`src/rtl/sram_ctl_pkg.sv`:
```
// Shared types and helpers for the asynchronous SRAM controller.
// Assumes a 16-bit memory split into two 8-bit lanes.
package sram_ctl_pkg;

    localparam int LANE_W = 8;
    localparam int LANES  = 2;
    localparam int DATA_W = LANE_W * LANES;

    typedef enum logic [2:0] {
        ST_IDLE,
        ST_RD_SETUP,
        ST_RD_WAIT,
        ST_RD_CAPTURE,
        ST_WR_TURN,
        ST_WR_PULSE,
        ST_WR_RECOVER
    } ctl_state_t;

    // Cycles needed to cover ns at the given clock period, never below one.
    function automatic int ns_to_cyc(input int ns, input int period);
        int c;
        c = (ns + period - 1) / period;
        return (c < 1) ? 1 : c;
    endfunction

    function automatic int imax(input int a, input int b);
        return (a > b) ? a : b;
    endfunction

endpackage

```
`src/rtl/sram_ctl_timer.sv`:
```
// Down-counter that times each phase of an access.
// Loading N-1 makes zero read true N edges after the load edge.
module sram_ctl_timer #(
    parameter int CW = 5
) (
    input  logic          clk,
    input  logic          rst_n,
    input  logic          load,
    input  logic [CW-1:0] load_val,
    output logic          zero
);
    logic [CW-1:0] cnt;

    // Reload on request, otherwise count down and stop at zero.
    always_ff @(posedge clk) begin
        if (!rst_n)
            cnt <= '0;
        else if (load)
            cnt <= load_val;
        else if (cnt != '0)
            cnt <= cnt - 1'b1;
    end

    assign zero = (cnt == '0);
endmodule

```
`src/rtl/sram_ctl_lanes.sv`:
```
// Byte-lane data path: holds the outgoing write word and captures
// read data lane by lane, zeroing lanes that are masked off.
module sram_ctl_lanes
    import sram_ctl_pkg::*;
(
    input  logic              clk,
    input  logic              rst_n,
    input  logic              load,
    input  logic [DATA_W-1:0] wdata,
    input  logic              capture,
    input  logic [LANES-1:0]  mask,
    input  logic [DATA_W-1:0] dq_in,
    output logic [DATA_W-1:0] rd_data,
    output logic [DATA_W-1:0] dq_out
);
    for (genvar l = 0; l < LANES; l++) begin : g_lane
        // Per-lane write register and masked read capture.
        always_ff @(posedge clk) begin
            if (!rst_n) begin
                dq_out[l*LANE_W +: LANE_W]  <= '0;
                rd_data[l*LANE_W +: LANE_W] <= '0;
            end else begin
                if (load)
                    dq_out[l*LANE_W +: LANE_W] <= wdata[l*LANE_W +: LANE_W];
                if (capture)
                    rd_data[l*LANE_W +: LANE_W] <= mask[l] ? dq_in[l*LANE_W +: LANE_W] : '0;
            end
        end
    end
endmodule

```
`src/rtl/sram_ctl.sv`:
```
// Asynchronous SRAM controller top. Takes one host access at a time and
// sequences registered strobes for a 16-bit asynchronous static RAM.
// Assumes the memory needs T_RC_NS per read, a write-enable pulse of at
// least max(T_WP_NS, T_DW_NS), and releases its bus within T_HZ_NS.
module sram_ctl
    import sram_ctl_pkg::*;
#(
    parameter int AW            = 18,
    parameter int CLK_PERIOD_NS = 4,
    parameter int T_RC_NS       = 85,
    parameter int T_WP_NS       = 60,
    parameter int T_DW_NS       = 35,
    parameter int T_HZ_NS       = 30
) (
    input  logic              clk,
    input  logic              rst_n,
    input  logic              req_valid,
    output logic              req_ready,
    input  logic              req_write,
    input  logic [AW-1:0]     req_addr,
    input  logic [DATA_W-1:0] req_wdata,
    input  logic [LANES-1:0]  req_mask,
    output logic [DATA_W-1:0] rd_data,
    output logic              rd_valid,
    output logic [AW-1:0]     mem_addr,
    output logic              mem_cs1_n,
    output logic              mem_cs2,
    output logic              mem_we_n,
    output logic              mem_oe_n,
    output logic              mem_lb_n,
    output logic              mem_ub_n,
    output logic              mem_dq_oe,
    output logic [DATA_W-1:0] mem_dq_out,
    input  logic [DATA_W-1:0] mem_dq_in
);
    localparam int N_RC    = ns_to_cyc(T_RC_NS, CLK_PERIOD_NS);
    localparam int N_WP    = ns_to_cyc(T_WP_NS, CLK_PERIOD_NS);
    localparam int N_DW    = ns_to_cyc(T_DW_NS, CLK_PERIOD_NS);
    localparam int N_HZ    = ns_to_cyc(T_HZ_NS, CLK_PERIOD_NS);
    localparam int N_PULSE = imax(N_WP, N_DW);
    localparam int N_RD    = imax(N_RC, 2);
    localparam int N_REC   = (N_RC > N_HZ + N_PULSE) ? (N_RC - N_HZ - N_PULSE) : 1;
    localparam int MAXL    = imax(imax(N_RD, N_PULSE), imax(N_HZ, N_REC));
    localparam int CW      = $clog2(MAXL + 1);

    localparam logic [CW-1:0] LD_RD  = CW'(N_RD - 1);
    localparam logic [CW-1:0] LD_HZ  = CW'(N_HZ - 1);
    localparam logic [CW-1:0] LD_PW  = CW'(N_PULSE - 1);
    localparam logic [CW-1:0] LD_REC = CW'(N_REC - 1);

    ctl_state_t       state;
    logic [LANES-1:0] mask_q;
    logic             accept;
    logic             tmr_load;
    logic [CW-1:0]    tmr_val;
    logic             tmr_zero;
    logic             do_capture;

    assign req_ready  = (state == ST_IDLE);
    assign accept     = req_valid && req_ready;
    assign do_capture = (state == ST_RD_WAIT) && tmr_zero;

    // Pick the phase length to load on each phase entry.
    always_comb begin
        tmr_load = 1'b0;
        tmr_val  = '0;
        unique case (state)
            ST_IDLE:     if (accept) begin
                             tmr_load = 1'b1;
                             tmr_val  = req_write ? LD_HZ : LD_RD;
                         end
            ST_WR_TURN:  if (tmr_zero) begin
                             tmr_load = 1'b1;
                             tmr_val  = LD_PW;
                         end
            ST_WR_PULSE: if (tmr_zero) begin
                             tmr_load = 1'b1;
                             tmr_val  = LD_REC;
                         end
            default:     ;
        endcase
    end

    sram_ctl_timer #(.CW(CW)) u_timer (
        .clk      (clk),
        .rst_n    (rst_n),
        .load     (tmr_load),
        .load_val (tmr_val),
        .zero     (tmr_zero)
    );

    sram_ctl_lanes u_lanes (
        .clk     (clk),
        .rst_n   (rst_n),
        .load    (accept),
        .wdata   (req_wdata),
        .capture (do_capture),
        .mask    (mask_q),
        .dq_in   (mem_dq_in),
        .rd_data (rd_data),
        .dq_out  (mem_dq_out)
    );

    // Access sequencer: every memory strobe is a register set here.
    always_ff @(posedge clk) begin
        if (!rst_n) begin
            state     <= ST_IDLE;
            mask_q    <= '0;
            rd_valid  <= 1'b0;
            mem_addr  <= '0;
            mem_cs1_n <= 1'b1;
            mem_cs2   <= 1'b0;
            mem_we_n  <= 1'b1;
            mem_oe_n  <= 1'b1;
            mem_lb_n  <= 1'b1;
            mem_ub_n  <= 1'b1;
            mem_dq_oe <= 1'b0;
        end else begin
            unique case (state)
                ST_IDLE: begin
                    rd_valid <= 1'b0;
                    if (accept) begin
                        mask_q    <= req_mask;
                        mem_addr  <= req_addr;
                        mem_cs1_n <= 1'b0;
                        mem_cs2   <= 1'b1;
                        mem_lb_n  <= ~req_mask[0];
                        mem_ub_n  <= ~req_mask[1];
                        mem_oe_n  <= req_write;
                        state     <= req_write ? ST_WR_TURN : ST_RD_SETUP;
                    end
                end
                ST_RD_SETUP: state <= ST_RD_WAIT;
                ST_RD_WAIT: if (tmr_zero) begin
                    rd_valid  <= 1'b1;
                    mem_cs1_n <= 1'b1;
                    mem_cs2   <= 1'b0;
                    mem_oe_n  <= 1'b1;
                    mem_lb_n  <= 1'b1;
                    mem_ub_n  <= 1'b1;
                    state     <= ST_RD_CAPTURE;
                end
                ST_RD_CAPTURE: begin
                    rd_valid <= 1'b0;
                    state    <= ST_IDLE;
                end
                ST_WR_TURN: if (tmr_zero) begin
                    mem_we_n  <= 1'b0;
                    mem_dq_oe <= 1'b1;
                    state     <= ST_WR_PULSE;
                end
                ST_WR_PULSE: if (tmr_zero) begin
                    mem_we_n <= 1'b1;
                    state    <= ST_WR_RECOVER;
                end
                ST_WR_RECOVER: if (tmr_zero) begin
                    mem_cs1_n <= 1'b1;
                    mem_cs2   <= 1'b0;
                    mem_lb_n  <= 1'b1;
                    mem_ub_n  <= 1'b1;
                    mem_dq_oe <= 1'b0;
                    state     <= ST_IDLE;
                end
                default: state <= ST_IDLE;
            endcase
        end
    end

    // Checker counter: consecutive cycles with write enable low.
    logic [CW-1:0] we_lo_cnt;
    always_ff @(posedge clk) begin
        if (!rst_n)
            we_lo_cnt <= '0;
        else if (!mem_we_n) begin
            if (we_lo_cnt != {CW{1'b1}})
                we_lo_cnt <= we_lo_cnt + 1'b1;
        end else
            we_lo_cnt <= '0;
    end

    AST_IDLE_STANDBY: assert property (@(posedge clk) disable iff (!rst_n) req_ready |-> (mem_cs1_n && !mem_cs2 && mem_we_n && mem_oe_n && mem_lb_n && mem_ub_n && !mem_dq_oe));
    AST_ACCEPT_BUSY: assert property (@(posedge clk) disable iff (!rst_n) (req_valid && req_ready) |=> !req_ready);
    AST_RD_PULSE: assert property (@(posedge clk) disable iff (!rst_n) rd_valid |=> !rd_valid);
    AST_RD_NOT_IDLE: assert property (@(posedge clk) disable iff (!rst_n) rd_valid |-> !req_ready);
    AST_WE_OE_HIGH: assert property (@(posedge clk) disable iff (!rst_n) !mem_we_n |-> (mem_oe_n && mem_dq_oe));
    AST_WE_WIDTH: assert property (@(posedge clk) disable iff (!rst_n) $rose(mem_we_n) |-> (we_lo_cnt >= CW'(N_PULSE)));
    AST_ADDR_HOLD: assert property (@(posedge clk) disable iff (!rst_n) (!mem_we_n && $past(!mem_we_n)) |-> $stable(mem_addr));
    AST_NO_CONTEND: assert property (@(posedge clk) disable iff (!rst_n) mem_dq_oe |-> mem_oe_n);

endmodule

```
`config.mk`:
```
export PLATFORM = sky130hd
export DESIGN_NAME = sram_ctl
export DESIGN_NICKNAME = d
export VERILOG_FILES = /design/src/rtl/sram_ctl_pkg.sv /design/src/rtl/sram_ctl_timer.sv /design/src/rtl/sram_ctl_lanes.sv /design/src/rtl/sram_ctl.sv
export SDC_FILE = /design/constraint.sdc
export NUM_CORES = 1
export LEC_CHECK = 0
export BUFFER_PORTS_ARGS = -buffer_cell sky130_fd_sc_hd__buf_2
export CAP_MARGIN = 20
export CELL_PAD_IN_SITES_DETAIL_PLACEMENT = 1
export CELL_PAD_IN_SITES_GLOBAL_PLACEMENT = 1
export CORE_ASPECT_RATIO = 0.6
export CORE_MARGIN = 1
export CORE_UTILIZATION = 38
export CTS_BUF_LIST = sky130_fd_sc_hd__clkbuf_2 sky130_fd_sc_hd__clkbuf_4 sky130_fd_sc_hd__clkbuf_8
export DETAILED_ROUTE_END_ITERATION = 6
export PLACE_DENSITY_LB_ADDON = 0.2
export SYNTH_ARGS = -nofsm -noshare
export SYNTH_HDL_FRONTEND = slang
export SYNTH_SLANG_ARGS = --single-unit
export TNS_END_PERCENT = 30
```
`constraint.sdc`:
```
create_clock -name clk -period 4.35 [get_ports clk]
set_clock_uncertainty 0.1 [all_clocks]
set_input_delay 0.435 -clock clk [delete_from_list [all_inputs] [get_ports clk]]
set_output_delay 0.435 -clock clk [all_outputs]
set_load 0.01 [all_outputs]
```
==> impl_summary.md, run 1 <==
Run status
The run finished, with violations left. The checks that failed: design-rule violations.

Finish
The number of filler cells placed in the layout is 882. From synthesis to final layout, the design area changed by 27.0%. 0 antenna diodes ended up in the layout. Measured on the finished design, the core utilization comes to 50.9%. The number of nets in the final layout is 478. Leaving out fill and tap cells, the most frequent cells in the layout are sky130_fd_sc_hd__buf_2 (114), sky130_fd_sc_hd__nand2_1 (90), sky130_fd_sc_hd__dfxtp_1 (68). The layout cell share with drive strength beyond 1 is 31.5%. The library cell used most frequently in the layout, excluding fill and tap cells, is sky130_fd_sc_hd__buf_2.

Clock tree
The CTS tree is built. CTS saw 68 sinks. The maximum clock path buffer count is 2.

Clock tree synthesis inserted a total of 9 buffers. After clock tree synthesis, the setup repair step added 0 buffers. The total of hold buffers inserted after clock tree synthesis is 0. The number of instances resized during post-cts repair is 0. The cell at the root of the clock tree is sky130_fd_sc_hd__clkbuf_8. The H-tree level count is 3. For the worst-skew pair, the clock arrives at the later sink with an insertion delay of 360 ps. Clock-pin slew was measured on the worst setup and hold paths at 70 ps.

Synth
The library cell occupying the most area in the post-synthesis netlist is sky130_fd_sc_hd__dfxtp_1. The synthesized design contains 0 enable-type register cells. The most frequently used flop master after synthesis is sky130_fd_sc_hd__dfxtp_1. The fraction of registers with async set or reset after synthesis is 0%. Sorting the synthesized cells by area gives the leading types as sky130_fd_sc_hd__dfxtp_1 (50%), sky130_fd_sc_hd__a21boi_0 (14%), sky130_fd_sc_hd__nand2_1 (12%). Sequential cells were found to cover 50.0% of the synthesized design area. The synthesized netlist occupies a cell area of 2720 um2.

The synthesized instance count is 320. The synthesized net count is 377. The per-instance average area after synthesis is 8.50 um2. During synthesis, Yosys emitted a total of 0 warnings. The flip-flop and latch count after synthesis is 68.

The share of the synthesized area in the top cell type is 50.0%. After synthesis, the netlist uses 35 different library cells.

Floorplan
The site row count is 23. The die boundary width is 111 um. Once the floorplan was initialized, standard cells occupied 40.1% of the core. The die is 67.6 um tall. The die area is 7510 um2.

The region available for standard cell placement spans 6790 um2. During I/O placement, the number of pins put on the boundary was 115.

Detailed routing
The number of search-and-repair iterations in the first detailed-routing pass is 7. The detail route stage leaves a number of antenna-violating nets equal to 0. The number of DRC markers after the initial detailed-route iteration is 130. The average routed wire per standard cell is 15.3 um.

The via count is 2550. The detailed-route vias per instance is 4.98. For this block, the routed nets add up to 7810 um of wire. In the routed design, unresolved DRC markers number 18.

GRT
The maximum number of pins on one net before global-route repair is 70. The final global-route overflow total is 0. The via count of the first global-routing pass is 2431. The global-route wire length before repair is 12100 um. The initial antenna violation count is 0. The total global-route track usage is 21.5%.

Timing
The final number of hold-violating endpoints came to 0. The period utilization is 64.1%. The aggregate negative setup slack is 0 ps. At the pin with the least slew margin, the transition time is 1030 ps. The number of pins with negative max-slew slack in the final report is 0.

The worst-case setup margin in the final layout is 1560 ps. Timing would allow up to 358 MHz. Setup repair after global routing left no endpoint under its margin. The worst slew margin relative to its limit is 30.8%. The routed design could run at a clock period as short as 2790 ps. The final count of negative-setup-slack endpoints is 0.

Place
The final weighted congestion of routability-driven global placement is 0.771. The wire-length estimate of the detail-placed layout is 5350 um. In this run the tool buffered the top-level ports with 114 buffer cells. Timing analysis after detailed placement gives a worst setup slack of 1580 ps.

Worst setup path
The required time at the endpoint of the critical path is 4480 ps. For the worst setup path, the data arrival time is 2910 ps. The critical path capture point type is a flop. The largest fanout of any net on the critical path is 17. The worst reg-to-reg path cell count is 6. The element type at the critical path start is a flop. The worst setup path is of the reg -> reg kind.

Pwr
The total chip power is 1.56 mW. Power spread over the standard cell area amounts to 451 nW/um2. VDD sags by at most 0.000240 V. For this design the static power due to leakage is 1.53 nW.

Hold path
The worst hold path was traced through 3 stages. The path class of the tightest hold or removal check is in -> reg.

Job
The number of maximum-capacitance constraint violations is 0.
==> worst max-delay path, stage by stage, from the launching register on <==
cell and delay [ps]:
sky130_fd_sc_hd__dfxtp_1 330, sky130_fd_sc_hd__inv_1 80, sky130_fd_sc_hd__ha_1 210, sky130_fd_sc_hd__nor4b_2 850, sky130_fd_sc_hd__nand3_1 720, sky130_fd_sc_hd__nand2_1 240
sky130_fd_sc_hd__a21boi_0 110
==> final cells by class <==
class / instances / area [um2] / area share, %
tap: 87 / 109 / 3.15
clock inverter: 2 / 10.0 / 0.290
sequential: 68 / 1360 / 39.4
timing repair buffer: 115 / 578 / 16.7
multi-input combinational: 223 / 1220 / 35.2
inverter: 4 / 15.0 / 0.434
clock buffer: 13 / 166 / 4.82
==> stage by stage <==
step	area, um2	instances	hold slack [ps]
floorplan	2720	320	375
global placement	3280	497	339
detailed placement	3280	497	356
CTS	3460	512	217
global route	3460	512	218
finish	3460	512	230
==> sequential cells by signal, indices dropped and copies added, names as in the netlist, 2 cells and up <==
register / count
mem_addr: 18
u_lanes.dq_out: 16
mask_q: 2
state: 3
u_timer.cnt: 5
u_lanes.rd_data: 16
==> layer usage <==
layer / up-vias / global-route usage [%] / share of wire (%)
met3: 10 / 7.81 / 7.3
met2: 79 / 33.8 / 44
met1: 1189 / 27.8 / 48
met4: 0 / 7.09 / 1.0
li1: 1272 / - / -
met5: - / 0 / 0
==> logic make-up (layout without fill, tap and decap cells) <==
logic type | after synthesis | count (layout) | share of synthesized area [%]
and+or+nand+nor | 138 | 138 | 22.7
adders and majority gates | 1 | 1 | 0.460
buffers and inverters | 29 | 134 | 5.29
xor gates and xnor gates | 3 | 3 | 0.966
DFF | 68 | 68 | 50.0
AOI/OAI and AO/OA | 81 | 81 | 20.6
==> power by group <==
part	internal, mW	switching [mW]
clock	0.246	0.230
sequential	0.684	0.0514
combinational	0.138	0.207
total	1.07	0.489
==> cell usage after synthesis, types with 2 or more instances <==
cell	n
sky130_fd_sc_hd__a21boi_0	49
sky130_fd_sc_hd__xnor2_1	2
sky130_fd_sc_hd__o21a_1	3
sky130_fd_sc_hd__buf_2	7
sky130_fd_sc_hd__nor3_1	6
sky130_fd_sc_hd__buf_6	3
sky130_fd_sc_hd__and2_1	2
sky130_fd_sc_hd__a21oi_1	10
sky130_fd_sc_hd__nor2_1	6
sky130_fd_sc_hd__clkbuf_1	14
sky130_fd_sc_hd__a21boi_1	2
sky130_fd_sc_hd__inv_1	4
sky130_fd_sc_hd__nor2b_1	6
sky130_fd_sc_hd__and2_0	2
sky130_fd_sc_hd__dfxtp_1	68
sky130_fd_sc_hd__nand2_1	90
sky130_fd_sc_hd__nand3_1	18
sky130_fd_sc_hd__o21ai_0	11
==> final timing paths <==
path                                startpoint                 end  slack, ps
worst max-delay path            u_timer.cnt[0]  u_lanes.rd_data[3]       1560
worst min-delay path              req_wdata[0]   u_lanes.dq_out[0]        230
worst max register to register  u_timer.cnt[0]  u_lanes.rd_data[3]       1560
worst min register to register         mem_cs2             mem_cs2        360
Note: power is estimated with default switching activity, not from simulation.
==> run 2: changes to the inputs <==
--- a/config.mk
+++ b/config.mk
@@ -11,7 +11,7 @@
 export CELL_PAD_IN_SITES_GLOBAL_PLACEMENT = 1
 export CORE_ASPECT_RATIO = 0.6
 export CORE_MARGIN = 1
-export CORE_UTILIZATION = 38
+export CORE_UTILIZATION = 32
 export CTS_BUF_LIST = sky130_fd_sc_hd__clkbuf_2 sky130_fd_sc_hd__clkbuf_4 sky130_fd_sc_hd__clkbuf_8
 export DETAILED_ROUTE_END_ITERATION = 6
 export PLACE_DENSITY_LB_ADDON = 0.2
==> constraint.sdc (replaced) <==
create_clock -name clk -period 2.37 [get_ports clk]
set_clock_uncertainty 0.1 [all_clocks]
set_input_delay 0.237 -clock clk [delete_from_list [all_inputs] [get_ports clk]]
set_output_delay 0.237 -clock clk [all_outputs]
set_load 0.01 [all_outputs]
==> run 2 against run 1 <==
Effect of this change:
- hold slack lost 200 ps
- non-clock buffer count up 7
- final area grew 4.1%
- sequential share of layout area is 1.5 points lower
- largest power group unchanged
- maximum frequency rose by 40%
- largest cell class unchanged
- the flow now finishes without violations
==> impl_summary.md, run 2 (synthesized netlist as in run 1, its figures left out) <==
Clock tree
The clock latency reported for the late side of the worst-skew pair was 350 ps (about the same). The cell sitting at the root of the clock tree is a sky130_fd_sc_hd__clkbuf_8. The H-tree level count was 3 (unchanged). The total of hold buffers inserted after clock tree synthesis came to 0 (unchanged).

The number of instances resized during post-cts repair came to 0 (unchanged). TritonCTS built the clock tree. The maximum clock path buffer count came to 2 (unchanged). The CTS clock-pin slew for the worst setup and hold paths is 80 ps (about the same). The post-CTS setup-driven buffer insertion count is 0 (unchanged). The CTS sink count is 68 (unchanged).

The number of buffers added by the clock tree synthesis step is 9 (unchanged).

Floorplan
The initial core utilization came to 33.9% (-6.2 points). The I/O pin total came to 115 (unchanged). The core box area is 8040 um2 (+18%). The die area was 8890 um2 (+18%).

The die outline height is 73.4 um (+8.7%). The die boundary width is 121 um (+8.8%). The site row count was 25 (+8.7%).

Worst setup path
The worst setup path is launched from a flop. The highest cell delay on the worst timing path is 540 ps (-310 ps). The largest fanout of any net on the critical path is 4 (-13). The most frequent cell on the critical path is sky130_fd_sc_hd__o21ai_0. In this design, the largest share of critical-path delay is due to compound AO/OA/AOI/OAI gates. For this design, the slowest cell found on the critical path is sky130_fd_sc_hd__or4b_1.

The worst setup path is captured at a flop. The critical path buffer and inverter count is 1 (unchanged). The data arrival time of the critical path is 2170 ps (-740 ps). The required time at the endpoint of the critical path is 2550 ps (-1930 ps). Traced cell by cell, the critical path runs through inv_1 -> ha_1 -> or4b_1 -> o21ai_0 -> a21oi_1 -> o21ai_0. The worst reg-to-reg setup slack came to 380 ps (-1180 ps). The setup path with the least slack is of type reg -> reg.

Finish
The flip-flop count of the largest register, all copies and words added is 18 (unchanged). The number of nets in the final layout is 485 (+1.5%). In the final layout, the registers with the most flip-flops are mem_addr x18, u_lanes.dq_out x16, u_lanes.rd_data x16.

The library cells used most frequently in the layout, excluding fill and tap cells, are sky130_fd_sc_hd__buf_2 (114), sky130_fd_sc_hd__nand2_1 (90), sky130_fd_sc_hd__dfxtp_1 (68). The number of filler cells placed in the layout is 981 (+11%). The area growth from synthesis to layout is 32.2%. The most common cell after layout, fill and taps aside is sky130_fd_sc_hd__buf_2. The count of non-filler cells in the finished layout came to 541 (+5.7%). The layout cell share with drive strength beyond 1 was 32.8% (+1.3 points). The antenna diode instance count is 0 (unchanged).

The register ranked first by flip-flop count is mem_addr.

Timing
Setup repair after global routing left no endpoint under its margin. The aggregate negative setup slack is 0 ps (unchanged). The clock period minus worst slack is 1990 ps (-798 ps). The period utilization came to 84.0% (+20 points). The worst slew margin relative to its limit is 60.6% (+30 points). The worst-case setup margin in the final layout is 378 ps (-1180 ps). The final count of negative-setup-slack endpoints came to 0 (unchanged). The number of pins with negative max-slew slack in the final report was 0 (unchanged). The top achievable clock speed came to 502 MHz (+40%). The pin slew with the least headroom to its limit came to 591 ps (-444 ps). The final number of hold-violating endpoints is 0 (unchanged).

Job
The number of maximum-capacitance constraint violations is 0 (unchanged).

Place
The pre-CTS worst setup slack is 455 ps (-1120 ps). The final weighted congestion of routability-driven global placement came to 0.760 (-1.5%). The half-perimeter wire length of the detailed placement result came to 5770 um (+7.7%). The number of placed instances, taps included came to 525 (+5.6%).

The number of buffers added on ports was 114 (unchanged).

GRT
The final global-route overflow total is 0 (unchanged). The initial antenna violation count was 0 (unchanged). The via count of the first global-routing pass is 2478 (+1.9%). The maximum number of pins on one net before global-route repair is 42 (-40%).

The global-route wire length before repair is 12500 um (+3.1%). The met3 track utilization from global routing came to 7.69% (-0.12 points). The fraction of met2 tracks used by global routing came to 27.9% (-5.8 points). The most crowded layer after global routing is met2.

The total global-route track usage is 18.9% (-2.6 points). The met1 usage was 24.7% (-3.0 points).

Hold path
The kind of path behind the tightest hold check is in -> reg.

Detailed routing
The number of search-and-repair iterations in the first detailed-routing pass is 4 (-3). The average routed wire per standard cell is 15.1 um (-1.1%). The number of DRC markers after the initial detailed-route iteration is 81 (-38%). The remaining number of nets flagged by the antenna check after routing is 0 (unchanged).

The via count came to 2575 (+0.98%). The detailed-route vias per instance is 4.76 (-4.4%). The final routed wirelength across all metal layers came to 8160 um (+4.5%). The number of design rule violations left after detail routing came to 0 (-18).

Pwr
The standby leakage power came to 1.59 nW (+3.5%). The total chip power is 3.16 mW (+100%). The power density over the cells is 878 nW/um2 (+95%). The worst voltage drop across the vdd grid was 0.000391 V (+63%).

Run status
The run finished with clean final reports.
==> run 2: power breakdown <==
| group | internal [mW] | switching [mW] |
|---|---|---|
| clock network | 0.694 | 0.458 |
| registers | 1.25 | 0.0938 |
| logic | 0.272 | 0.385 |
==> run 2: cell type report <==
cell class	count	area, um2	share of cell area, %
flip-flops and latches	68	1360	37.8
well taps	108	135	3.76
clock buffers	9	124	3.44
multi-input cells	223	1220	33.8
repair buffers	122	631	17.5
inverters	4	15.0	0.417
clock inverters	7	115	3.20
==> run 2: per-stage QoR <==
step | hold slack (ps) | utilization [%] | instance area [um2]
finish | 28.5 | 44.7 | 3600
global placement | 335 | 41.8 | 3360
floorplan | 275 | - | 2720
detailed placement | 351 | 41.8 | 3360
CTS | 5.09 | 44.7 | 3600
global route | 13.7 | 44.7 | 3600
==> run 2: worst reg2reg max path: cells and delay by family, from the launching register on <==
kind	cells	cell delay [ps]
fa+ha+maj	1	220
flops	1	340
buf+inv	1	100
compound gates	3	640
simple gates	1	540
==> run 2: worst paths after layout <==
kind	endpoint	cells past startpoint	startpoint
setup / recovery	mem_ub_n	6	u_timer.cnt[0]
setup reg to reg	mem_ub_n	6	u_timer.cnt[0]
hold / removal	u_lanes.dq_out[13]	3	req_wdata[13]
hold reg to reg	u_lanes.rd_data[10]	2	u_lanes.rd_data[10]
==> run 2: per-layer routing <==
layer	vias up	share of wire, %
li1	1275	-
met1	1220	48
met2	73	43
met3	7	7.2
met4	0	1.1
met5	-	0
